## src/rtl/pcalias_pkg.sv

```systemverilog
package pcalias_pkg;

  // What the fetch controller does with the counter in a given cycle.
  typedef enum logic [1:0] {
    FS_HOLD = 2'd0,
    FS_STEP = 2'd1,
    FS_JUMP = 2'd2
  } fetch_mode_e;

  // Selects the fetch mode; a redirect always outranks stepping.
  function automatic fetch_mode_e pick_mode(input logic redirect, input logic advance);
    if (redirect)     return FS_JUMP;
    else if (advance) return FS_STEP;
    else              return FS_HOLD;
  endfunction

endpackage

```

## src/rtl/pcalias_rst_sync.sv

```systemverilog
module pcalias_rst_sync #(
  parameter int STAGES = 2
) (
  input  logic clk,
  input  logic rst_ni,
  output logic rst_sync_no
);

  logic [STAGES-1:0] chain_q;
  logic [STAGES-1:0] chain_d;

  always_comb begin
    chain_d = {chain_q[STAGES-2:0], 1'b1};
  end

  always_ff @(posedge clk or negedge rst_ni) begin
    if (!rst_ni) chain_q <= '0;
    else         chain_q <= chain_d;
  end

  assign rst_sync_no = chain_q[STAGES-1];

endmodule

```

## src/rtl/pcalias_gpr_bank.sv

```systemverilog
module pcalias_gpr_bank #(
  parameter int W      = 16,
  parameter int NREG   = 8,
  parameter int PC_IDX = NREG - 1,
  localparam int IW    = $clog2(NREG)
) (
  input  logic                     clk,
  input  logic                     wr_en,
  input  logic [IW-1:0]            wr_idx,
  input  logic [W-1:0]             wr_data,
  output logic [NREG-1:0][W-1:0]   bank
);

  logic [NREG-1:0] ent_we;

  // Per-entry write enables; the aliased index never gets one.
  always_comb begin
    ent_we = '0;
    for (int i = 0; i < NREG; i++) begin
      if (i != PC_IDX) ent_we[i] = wr_en && (wr_idx == IW'(i));
    end
  end

  for (genvar g = 0; g < NREG; g++) begin : g_ent
    if (g == PC_IDX) begin : g_alias
      assign bank[g] = '0;
    end else begin : g_store
      logic [W-1:0] ent_q;
      // Datapath storage: no reset, clock enable from the decode above.
      always_ff @(posedge clk) begin
        if (ent_we[g]) ent_q <= wr_data;
      end
      assign bank[g] = ent_q;
    end
  end

endmodule

```

## src/rtl/pcalias_rdport.sv

```systemverilog
module pcalias_rdport #(
  parameter int W      = 16,
  parameter int NREG   = 8,
  parameter int PC_IDX = NREG - 1,
  localparam int IW    = $clog2(NREG)
) (
  input  logic [IW-1:0]           idx,
  input  logic [NREG-1:0][W-1:0]  bank,
  input  logic [W-1:0]            pc,
  output logic [W-1:0]            data
);

  logic hit_pc;

  always_comb begin
    hit_pc = (idx == IW'(PC_IDX));
    data   = hit_pc ? pc : bank[idx];
  end

endmodule

```

## src/rtl/pcalias_fetch.sv

```systemverilog
module pcalias_fetch
  import pcalias_pkg::*;
#(
  parameter int          W   = 16,
  parameter logic [W-1:0] NOP = '0
) (
  input  logic         clk,
  input  logic         rst_ni,
  input  logic         advance,
  input  logic         redirect,
  input  logic [W-1:0] target,
  input  logic [W-1:0] imem_rdata,
  output logic [W-1:0] imem_addr,
  output logic [W-1:0] pc_q,
  output logic [W-1:0] instr_out,
  output logic         instr_valid
);

  localparam logic [W-1:0] ONE = {{(W-1){1'b0}}, 1'b1};

  fetch_mode_e mode;
  logic [W-1:0] pc_base;
  logic [W-1:0] pc_d;
  logic         pc_en;
  logic         slot_d;
  logic         slot_q;

  // Next-state: pick fetch address and counter update.
  always_comb begin
    mode    = pick_mode(redirect, advance);
    pc_base = (mode == FS_JUMP) ? target : pc_q;
    pc_d    = pc_base + ONE;
    pc_en   = (mode != FS_HOLD);
    slot_d  = pc_en;
  end

  assign imem_addr = pc_base;

  // Counter and slot-valid registers.
  always_ff @(posedge clk or negedge rst_ni) begin
    if (!rst_ni) begin
      pc_q   <= '0;
      slot_q <= 1'b0;
    end else begin
      if (pc_en) pc_q <= pc_d;
      slot_q <= slot_d;
    end
  end

  // Shadow squash: the word in the slot is dropped while a redirect runs.
  always_comb begin
    instr_valid = slot_q && !redirect;
    instr_out   = instr_valid ? imem_rdata : NOP;
  end

endmodule

```

## src/rtl/pcalias_regfile.sv

```systemverilog
module pcalias_regfile
  import pcalias_pkg::*;
#(
  parameter int           W      = 16,
  parameter int           NREG   = 8,
  parameter int           PC_IDX = NREG - 1,
  parameter logic [W-1:0] NOP    = '0,
  localparam int          IW     = $clog2(NREG)
) (
  input  logic          clk,
  input  logic          rst_n,
  input  logic [IW-1:0] rd_a_idx,
  output logic [W-1:0]  rd_a_data,
  input  logic [IW-1:0] rd_b_idx,
  output logic [W-1:0]  rd_b_data,
  input  logic          wr_en,
  input  logic [IW-1:0] wr_idx,
  input  logic [W-1:0]  wr_data,
  input  logic          fetch_adv,
  output logic [W-1:0]  imem_addr,
  input  logic [W-1:0]  imem_rdata,
  output logic [W-1:0]  instr_out,
  output logic          instr_valid,
  output logic          redirect
);

  localparam int NRD = 2;

  logic                   rst_sync_n;
  logic [NREG-1:0][W-1:0] bank;
  logic [W-1:0]           pc_q;
  logic [NRD-1:0][IW-1:0] rd_idx_arr;
  logic [NRD-1:0][W-1:0]  rd_data_arr;

  assign redirect = wr_en && (wr_idx == IW'(PC_IDX));

  pcalias_rst_sync #(.STAGES(2)) u_rst (
    .clk         (clk),
    .rst_ni      (rst_n),
    .rst_sync_no (rst_sync_n)
  );

  pcalias_gpr_bank #(.W(W), .NREG(NREG), .PC_IDX(PC_IDX)) u_bank (
    .clk     (clk),
    .wr_en   (wr_en),
    .wr_idx  (wr_idx),
    .wr_data (wr_data),
    .bank    (bank)
  );

  pcalias_fetch #(.W(W), .NOP(NOP)) u_fetch (
    .clk         (clk),
    .rst_ni      (rst_sync_n),
    .advance     (fetch_adv),
    .redirect    (redirect),
    .target      (wr_data),
    .imem_rdata  (imem_rdata),
    .imem_addr   (imem_addr),
    .pc_q        (pc_q),
    .instr_out   (instr_out),
    .instr_valid (instr_valid)
  );

  assign rd_idx_arr[0] = rd_a_idx;
  assign rd_idx_arr[1] = rd_b_idx;

  for (genvar p = 0; p < NRD; p++) begin : g_rd
    pcalias_rdport #(.W(W), .NREG(NREG), .PC_IDX(PC_IDX)) u_rd (
      .idx  (rd_idx_arr[p]),
      .bank (bank),
      .pc   (pc_q),
      .data (rd_data_arr[p])
    );
  end

  assign rd_a_data = rd_data_arr[0];
  assign rd_b_data = rd_data_arr[1];

endmodule

```

## config.mk

```make
export PLATFORM = sky130hd
export DESIGN_NAME = pcalias_regfile
export DESIGN_NICKNAME = d
export VERILOG_FILES = /design/src/rtl/pcalias_pkg.sv /design/src/rtl/pcalias_rst_sync.sv /design/src/rtl/pcalias_gpr_bank.sv /design/src/rtl/pcalias_rdport.sv /design/src/rtl/pcalias_fetch.sv /design/src/rtl/pcalias_regfile.sv
export SDC_FILE = /design/constraint.sdc
export NUM_CORES = 1
export LEC_CHECK = 0
export ABC_AREA = 1
export BUFFER_PORTS_ARGS = -buffer_cell sky130_fd_sc_hd__buf_2
export CAP_MARGIN = 25
export CORE_MARGIN = 2
export CORE_UTILIZATION = 30
export CTS_CLUSTER_DIAMETER = 80
export CTS_CLUSTER_SIZE = 8
export DETAILED_ROUTE_END_ITERATION = 6
export HOLD_SLACK_MARGIN = 0.05
export MAX_ROUTING_LAYER = met4
export SYNTH_ARGS = -nofsm -noshare
export SYNTH_HDL_FRONTEND = slang
export SYNTH_SLANG_ARGS = --single-unit
export TNS_END_PERCENT = 1
```

## constraint.sdc

```tcl
create_clock -name clk -period 1.6 [get_ports clk]
set_input_delay 0.08 -clock clk [delete_from_list [all_inputs] [get_ports clk]]
set_output_delay 0.08 -clock clk [all_outputs]
set_load 0.01 [all_outputs]
```

==> results of run 1 <==
[final timing paths]
kind	startpoint	endpoint	slack (ns)	cells past startpoint
worst min register to register	u_rst.chain_q[1]$_DFF_PN0_	u_fetch.pc_q[12]$_DFFE_PN0P_	0.20	1
min in group asynchronous	u_rst.chain_q[1]$_DFF_PN0_	u_fetch.pc_q[12]$_DFFE_PN0P_	0.20	1
max in group asynchronous	rst_n	u_rst.chain_q[1]$_DFF_PN0_	0.97	3
worst min-delay path	wr_data[8]	u_bank.g_ent[6].g_store.ent_q[8]$_DFFE_PP_	0.09	2
worst max register to register	u_fetch.pc_q[0]$_DFFE_PN0P_	u_fetch.pc_q[4]$_DFFE_PN0P_	0.08	7
worst max-delay path	u_bank.g_ent[0].g_store.ent_q[0]$_DFFE_PP_	rd_a_data[0]	-0.02	5
[synth_stat cells, drive strengths merged]
master and instances:
a211oi 5, a21oi 48, a221oi 7, buf 17, clkbuf 29, clkinv 2, conb 1, dfrtp 19
edfxtp 112, ha 1, inv 125, nand2 189, nand3 44, nand4 6, nor2 63, o211ai 13
o21ai 123, o221ai 16, o22ai 13, or2 1, xor2 1
[state kept, by name, summed over array words and instances (netlist names)]
signal                      flops
u_fetch.slot_q                  1
u_fetch.pc_q                   16
u_rst.chain_q                   2
u_bank.g_ent.g_store.ent_q    112
[kinds of logic after synthesis]
family | count (synthesis) | share of synthesized area [%]
other | 1 | 0.0523
buffers and inverters | 173 | 9.76
DFF | 131 | 53.6
AOI/OAI and AO/OA | 225 | 18.2
adders and majority gates | 1 | 0.175
and+or+nand+nor | 303 | 18.1
xor gates and xnor gates | 1 | 0.122
[routing by layer]
metal | wire length [um] | track usage (%) | vias to the layer above
met3 | 1720 | 4.49 | 35
met1 | 10300 | 25.4 | 3110
met4 | 422 | 5.49 | 0
met5 | 0 | - | -
met2 | 11500 | 31.4 | 254
li1 | - | - | 3188
[worst max-delay path: cells and delay by family, from the launching register on]
family / cells / cell delay (ns)
DFF: 1 / 0.39
AOI/OAI and AO/OA: 4 / 0.56
buffers and inverters: 1 / 0.17
[what timing repair did]
item | 4_1_cts | 5_1_grt
pin swaps | 3 | 16
hold endpoints to repair | 108 | 0
hold buffers | 18 | 0
cloned | 0 | 0
endpoints found under the setup margin | 9 | 46
resized for setup | 11 | 75
buffers inserted | 1 | 0
[metrics by stage]
step	utilization, %	hold WS (ns)	cell area (um2)	setup slack (ns)	cells
after global placement	37.0	-0.133	8690	-0.0171	1294
after floorplan	-	-0.216	7210	0.0582	835
after global routing	41.2	0.0758	9660	-0.103	1343
after CTS	40.5	0.0685	9500	-0.0720	1344
after detailed placement	37.0	-0.131	8690	-0.0290	1294
final	41.2	0.0920	9660	-0.0218	1343
[report_power, final]
group	switching (uW)	internal (uW)	total, uW
clock network	1450	2740	4190
logic	1480	944	2420
registers	129	3920	4050
total	3060	7610	10700
[area by class of cell]
| cell class | instances | area [um2] |
|---|---|---|
| Inverter | 127 | 477 |
| Clock inverter | 12 | 186 |
| Fill cell | 2325 | 13800 |
| Clock buffer | 20 | 437 |
| Tap cell | 319 | 399 |
| Multi-Input combinational cell | 531 | 2840 |
| Sequential cell | 131 | 3840 |
| Timing Repair Buffer | 203 | 1480 |
==> reports/qor.csv, run 1 <==
metric,value,unit
status,finished with violations,
violations,negative setup slack,
power.static_leakage,0.00416,uW
cts_max_level,4,
final_common_cell,nand2_1,
cts.clk_slew.worst_paths,0.06,ns
hold_path_class,primary input to register,
rsz0062_at_grt,true,
irDropWorstVdd,0.790,mV
syn-num-nets,881,
ys_ff_latch,131,
fin_worst_skew,0.00569,ns
drt-total-wl,24.0,mm
syn_inst,835,
drtIter0Drc,710,
die_w,159,um
wl_per_cell,17.8,um
maxSlewViolCount,0,
grt_pass1_wl,35.6,mm
post-route-min-period,1.62,ns
clk_latency,0.43,ns
nNetsFinal,1057,
core,0.0235,mm2
cp-start-kind,register,
cap_violations,0,
cts_tree,done,
vias,6587,
post-dp-hpwl,16.8,mm
period_share,101,%
yosysWarnings,0,
cts_root_buffer,clkbuf_16,
cts.sinks,131,
drc_errors,0,
die_h,159,um
routabilityCongestion,0.860,
grt_use_total,19.7,%
avgSynthCellArea,8.58,um2
drtPass1Iterations,5,
crit_path_max_fanout,2,
critical_path.slowest_cell,edfxtp_1,
port_buffers,110,
cts_max_path_buffers,2,
finalSetupTns,-0.0537,ns
initial_utilization,30.5,%
path_cells,o21ai_0 -> o22ai_1 -> a211oi_2 -> o22ai_1 -> buf_2,
ios,111,
drive_gt1_share,27.6,%
criticalPathCategory,register to primary output,
fmax,0.617,GHz
cts_made_buffers,17,
total_power,10700,uW
critPathMaxStageDelay,0.39,ns
ant_nets,0,
diodes,0,
path_common_cell,o22ai_1,
hold_viol,0,
worst_slack,-0.0218,ns
p_per_area,1100,mW/mm2
end_kind,primary output,
syn_to_final_growth,34.8,%
yosys.area.top_type,edfxtp_1,
cp.arrival,1.54,ns
netlist_area,0.00717,mm2
grt_overflow,0,
setup_viol,5,
grt_start_max_net_pins,41,
grt_pass1_vias,6291,
yosys-top-cells-area,"edfxtp_1, nand2_1, o21ai_0",
core.rowCount,56,
yosysSeqAreaShare,53.6,%
synth_top_area_share,46.9,%
die-area,0.0251,mm2
via_per_inst,4.90,
crit_required,1.52,ns
antenna_found_initial,0,
synth_cell_type_count,32,
final_cell_mix,"nand2_1, inv_1, edfxtp_1",
(Power assumes the default switching activity.)
==> inputs of run 2 (changes only) <==
Settings changed: CELL_PAD_IN_SITES_DETAIL_PLACEMENT set to 0, CELL_PAD_IN_SITES_GLOBAL_PLACEMENT set to 1, PLACE_DENSITY_LB_ADDON set to 0.1.
==> reports/qor.csv, run 2 (same netlist as run 1, synthesis figures left out) <==
metric,value,unit,change
core,0.0235,mm2,unchanged
maxSlewViolCount,0,,unchanged
path_buf_inv,1,,unchanged
post-dp-hpwl,19.0,mm,+13%
drtPass1Iterations,7,,+2
largest_register,u_bank.g_ent.g_store.ent_q,,
routabilityCongestion,0.797,,-7.3%
grt_pass1_vias,6522,,+3.7%
cp-start-kind,register,,
end_kind,primary output,,
port_buffers,110,,unchanged
multi_input_area,0.00281,mm2,-1.2%
critical_path.slowest_cell,edfxtp_1,,
drive_gt1_share,29.9,%,+2.3 points
p_int,7130,uW,-6.3%
clk_latency,0.41,ns,-0.02 ns
cts_max_level,4,,unchanged
fin_worst_skew,0.00351,ns,-0.00218 ns
fill_cells,2326,,+0.043%
tightest_slew,0.499,ns,
die_h,159,um,unchanged
die_w,159,um,unchanged
holdWs,0.0702,ns,-0.0219 ns
ant_nets,0,,unchanged
p_clk_share,35.9,%,-3.4 points
drtIter0Drc,427,,-40%
initial_utilization,30.5,%,unchanged
drt-total-wl,26.3,mm,+9.8%
cp.arrival,1.56,ns,+0.02 ns
via_per_inst,4.71,,-4.0%
cts_made_buffers,17,,unchanged
grt_start_max_net_pins,41,,unchanged
syn_to_final_growth,36.6,%,
setup_viol,5,,unchanged
swShare,31.1,%,+2.4 points
cts_tree,done,,
cts_root_buffer,clkbuf_16,,
fmax,0.610,GHz,-1.0%
hold_path_class,primary input to register,,
grt_overflow,0,,unchanged
crit_path_max_fanout,2,,unchanged
p_sw,3210,uW,+5.1%
cts_max_path_buffers,2,,unchanged
cpLargestDelayFamily,compound AO/OA/AOI/OAI gates,,
status,finished with violations,,
path_cells,nand2_1 -> o21ai_0 -> a221oi_1 -> o22ai_2 -> buf_2,,
hold_viol,0,,unchanged
antenna_found_initial,0,,unchanged
p_per_area,1060,mW/mm2,-4.3%
core.rowCount,56,,unchanged
cap_violations,0,,unchanged
period_share,102,%,+1.0 points
rsz0062_at_grt,true,,
nNetsFinal,1085,,+2.6%
die-area,0.0251,mm2,unchanged
total_power,10300,uW,-3.0%
final_cell_mix,"nand2_1, inv_1, edfxtp_1",,
worst_slack,-0.0382,ns,-0.0163 ns
grt_pass1_wl,39.6,mm,+11%
criticalPathCategory,register to primary output,,
cts.sinks,131,,unchanged
reg.largest.list,"u_bank.g_ent.g_store.ent_q (112), u_fetch.pc_q (16), u_rst.chain_q (2)",,
diodes,0,,unchanged
max_slew_margin,66.7,%,
seq_area,0.00384,mm2,about the same
irDropWorstVdd,0.646,mV,-18%
cts.clk_slew.worst_paths,0.06,ns,about the same
largest_register_ffs,112,,unchanged
critPathMaxStageDelay,0.38,ns,about the same
power.static_leakage,0.00424,uW,+1.9%
final_common_cell,nand2_1,,
post-route-min-period,1.64,ns,+0.0163 ns
pwr-share-comb,25.0,%,+2.3 points
grt_use_total,22.4,%,+2.7 points
vias,6456,,-2.0%
p_seq_share,39.2,%,+1.2 points
crit_required,1.52,ns,about the same
ios,111,,unchanged
wl_per_cell,19.2,um,+7.6%
violations,negative setup slack,,
drc_errors,0,,unchanged
-- run 2: cell count changes in the layout (fill, tap and decap cells not counted), moves of 5 or more --
cell / change
buf_4: +26
inv_6: +5
nor2_1: -5
o21ai_0: +5
o21ai_1: -7
nor2_2: +5
-- run 2: stage by stage --
| step | setup TNS [ns] | std cells | util, % | setup slack [ns] | area (um2) |
|---|---|---|---|---|---|
| final | -0.105 | 1371 | 41.7 | -0.0382 | 9790 |
| after global routing | -1.59 | 1371 | 41.7 | -0.126 | 9790 |
| after CTS | -0.371 | 1370 | 41.2 | -0.0930 | 9660 |
| after detailed placement | -0.507 | 1320 | 37.9 | -0.0815 | 8900 |
| after global placement | -0.319 | 1320 | 37.9 | -0.0647 | 8900 |
| after floorplan | 0 | 835 | - | 0.0582 | 7210 |
-- run 2: worst reg2reg max path: stages (launching register included) --
cell and delay [ns]:
dfrtp_1 0.38, inv_1 0.16, o21ai_4 0.24, nand2_1 0.12, nor2_2 0.16, nand3_1 0.09, nand2_1 0.06, nand2_1 0.05
nand2_1 0.07, nand2_1 0.05
-- run 2: final cells by class --
type	instances	share of cell area, %
flip-flops and latches	131	39.2
multi-input cells	531	28.7
repair buffers	231	17.5
clock buffers	17	4.35
clock inverters	15	1.33
well taps	319	4.08
inverters	127	4.87
-- run 2: repair_timing --
action / in CTS / in global routing
pin swaps: 3 / 14
endpoints found under the hold margin: 108 / 0
setup endpoints to repair: 10 / 44
gates resized for setup: 9 / 67
gates cloned: 0 / 0
hold buffers: 18 / 0
setup buffers: 0 / 1
-- run 2: per-layer routing --
layer | share of wire [%] | vias up | GRT usage [%]
met3 | 3.2 | 19 | 3.57
met4 | 1.3 | 0 | 5.75
met1 | 46 | 3049 | 28.5
li1 | - | 3250 | -
met5 | 0 | - | -
met2 | 50 | 138 | 37.5
-- run 2: path summary, 6_finish.rpt --
| check | from | to | slack (ns) | depth (start not counted) |
|---|---|---|---|---|
| max | u_bank.g_ent[5].g_store.ent_q[12]$_DFFE_PP_ | rd_a_data[12] | -0.04 | 5 |
| min | wr_data[1] | u_bank.g_ent[6].g_store.ent_q[1]$_DFFE_PP_ | 0.07 | 2 |
| max reg2reg | u_fetch.pc_q[10]$_DFFE_PN0P_ | u_fetch.pc_q[14]$_DFFE_PN0P_ | 0.13 | 9 |
| min reg2reg | u_rst.chain_q[1]$_DFF_PN0_ | u_fetch.pc_q[11]$_DFFE_PN0P_ | 0.20 | 1 |
| max in group asynchronous | rst_n | u_rst.chain_q[1]$_DFF_PN0_ | 0.97 | 3 |
| min in group asynchronous | u_rst.chain_q[1]$_DFF_PN0_ | u_fetch.pc_q[11]$_DFFE_PN0P_ | 0.20 | 1 |
-- run 2: power by group through the flow --
stage          Combinational [uW]  Clock, uW  Sequential [uW]
2_1_floorplan                1200          0             4080
3_3_place_gp                 2530          0             4120
3_5_place_dp                 2510          0             4120
4_1_cts                      2570       3790             4050
5_1_grt                      2860       3940             4070
6_report                     2580       3710             4050
==> inputs of run 3 (changes only) <==
Settings changed: PLACE_DENSITY set to 0.58, PLACE_DENSITY_LB_ADDON 0.1 to unset.
==> reports/qor.csv, run 3 (same netlist as run 1, synthesis figures left out) <==
metric,value,unit,change
fin_worst_skew,0.00444,ns,+0.000932 ns
end_kind,primary output,,
diodes,0,,unchanged
maxSlewViolCount,0,,unchanged
rsz0062_at_grt,true,,
r2r.worst_path.cells,10,,+1
die_h,159,um,unchanged
hold_viol,0,,unchanged
cts_tree,done,,
path_cells,inv_2 -> a21oi_1 -> o21ai_1 -> nand4_1 -> o21ai_1 -> buf_4 -> o21ai_4 -> buf_6,,
grt_pass1_wl,39.6,mm,about the same
antenna_found_initial,0,,unchanged
post-route-min-period,1.65,ns,+0.0161 ns
grt_use_total,22.4,%,-0.052 points
cts_made_buffers,17,,unchanged
dp.cells,1313,,-0.53%
timing.rr.start,u_fetch.pc_q[0]$_DFFE_PN0P_,,
initial_utilization,30.5,%,unchanged
cts.sinks,131,,unchanged
period_share,103,%,+1.0 points
worstSetupEndpoint,rd_a_data[6],,
grt-busiest-layer,met2,,
total_power,10700,uW,+3.5%
final_common_cell,nand2_1,,
largest_register_ffs,112,,unchanged
met1_usage,29.9,%,+1.4 points
power.static_leakage,0.00424,uW,about the same
reg.largest.list,"u_bank.g_ent.g_store.ent_q (112), u_fetch.pc_q (16), u_rst.chain_q (2)",,
cp-start-kind,register,,
stdcell_count,1365,,-0.44%
via_per_inst,4.89,,+3.8%
die_w,159,um,unchanged
routabilityCongestion,0.859,,+7.8%
drtIter0Drc,484,,+13%
grt_overflow,0,,unchanged
irDropWorstVdd,0.646,mV,about the same
wl_per_cell,19.3,um,+0.67%
criticalPathCategory,register to primary output,,
cp.arrival,1.57,ns,about the same
r2r_slack,0.06,ns,-0.07 ns
fmax,0.604,GHz,-0.98%
critPathMaxStageDelay,0.38,ns,about the same
final_cell_mix,"nand2_1, inv_1, edfxtp_1",,
clk_latency,0.43,ns,+0.02 ns
drtPass1Iterations,5,,-2
core,0.0235,mm2,unchanged
crit_path_max_fanout,2,,unchanged
drt-total-wl,26.4,mm,+0.23%
regToRegEndpoint,u_fetch.pc_q[12]$_DFFE_PN0P_,,
drc_errors,0,,unchanged
worst_slack,-0.0543,ns,-0.0161 ns
cts_max_path_buffers,2,,unchanged
met3_usage,2.99,%,-0.57 points
crit_required,1.52,ns,about the same
ant_nets,0,,unchanged
cts.clk_slew.worst_paths,0.06,ns,about the same
port_buffers,110,,unchanged
setup_viol,9,,+4
hold_path_class,primary input to register,,
cap_violations,0,,unchanged
post-dp-hpwl,18.8,mm,-1.0%
violations,negative setup slack,,
met2_usage,36.2,%,-1.3 points
ios,111,,unchanged
critical_path.slowest_cell,edfxtp_1,,
vias,6673,,+3.4%
p_per_area,1100,mW/mm2,+3.7%
status,finished with violations,,
path_common_cell,o21ai_1,,
cts_root_buffer,clkbuf_16,,
die-area,0.0251,mm2,unchanged
utilization,41.6,%,-0.10 points
grt_start_max_net_pins,38,,-7.3%
cp-startpoint,u_bank.g_ent[0].g_store.ent_q[6]$_DFFE_PP_,,
largest_register,u_bank.g_ent.g_store.ent_q,,
drive_gt1_share,29.7,%,-0.21 points
syn_to_final_growth,36.3,%,
nNetsFinal,1079,,-0.55%
core.rowCount,56,,unchanged
cts_max_level,4,,unchanged
grt_pass1_vias,6573,,+0.78%
run 3: changes by cell type in the layout (fill, tap and decap cells not counted), sizes merged:
cell    before  now
clkinv       9    6
inv        130  129
clkbuf      17   19
bufinv       1    3
buf        213  207
run 3: metal layers:
| metal | vias to the layer above | share of wire, % |
|---|---|---|
| li1 | 3242 | - |
| met1 | 3198 | 46 |
| met2 | 206 | 48 |
| met3 | 27 | 4.7 |
| met4 | 0 | 1.3 |
| met5 | - | 0 |
run 3: critical path, delay by kind of cell (launching register included):
family | cells | cell delay [ns]
flip-flops | 1 | 0.38
AO/OA/AOI/OAI | 4 | 0.31
AND/OR/NAND/NOR | 1 | 0.12
buffers and inverters | 3 | 0.33
run 3: timing repair:
item,4_1_cts,5_1_grt
pin swaps,6,15
hold endpoints to repair,108,0
gates resized for setup,23,64
hold buffers,18,0
buffers inserted,1,1
setup endpoints to repair,18,46
cloned,0,0
run 3: how the worst min path moves through the flow:
stage	startpoint	to	slack, ns	cells after the start
after global routing	wr_data[5]	u_bank.g_ent[5].g_store.ent_q[5]$_DFFE_PP_	0.09	2
after detailed placement	rst_n	u_rst.chain_q[0]$_DFF_PN0_	-0.13	1
after floorplan	rst_n	u_rst.chain_q[0]$_DFF_PN0_	-0.22	0
after global placement	rst_n	u_rst.chain_q[0]$_DFF_PN0_	-0.13	1
after CTS	wr_data[5]	u_bank.g_ent[5].g_store.ent_q[5]$_DFFE_PP_	0.07	2
final	wr_data[5]	u_bank.g_ent[5].g_store.ent_q[5]$_DFFE_PP_	0.1	2
run 3: area by class of cell:
type | instances | area, um2
Clock buffer | 19 | 433
Clock inverter | 13 | 175
Fill cell | 2382 | 13700
Inverter | 127 | 477
Multi-Input combinational cell | 531 | 2820
Sequential cell | 131 | 3840
Tap cell | 319 | 399
Timing Repair Buffer | 225 | 1620
run 3: where the power goes:
part           internal (uW)  leakage [uW]  switching [uW]
clock                   2480      0.000289            1620
sequential              3920       0.00126             146
combinational           1020       0.00270            1510
total                   7420       0.00424            3280
run 3: through the flow:
step	setup TNS [ns]	instance area (um2)	hold WS (ns)	setup slack (ns)
after floorplan	0	7210	-0.216	0.0582
after global placement	-0.408	8790	-0.134	-0.0834
after detailed placement	-0.478	8790	-0.132	-0.0864
after CTS	-0.570	9620	0.0703	-0.0853
after global routing	-2.72	9770	0.0887	-0.166
final	-0.332	9770	0.0996	-0.0543
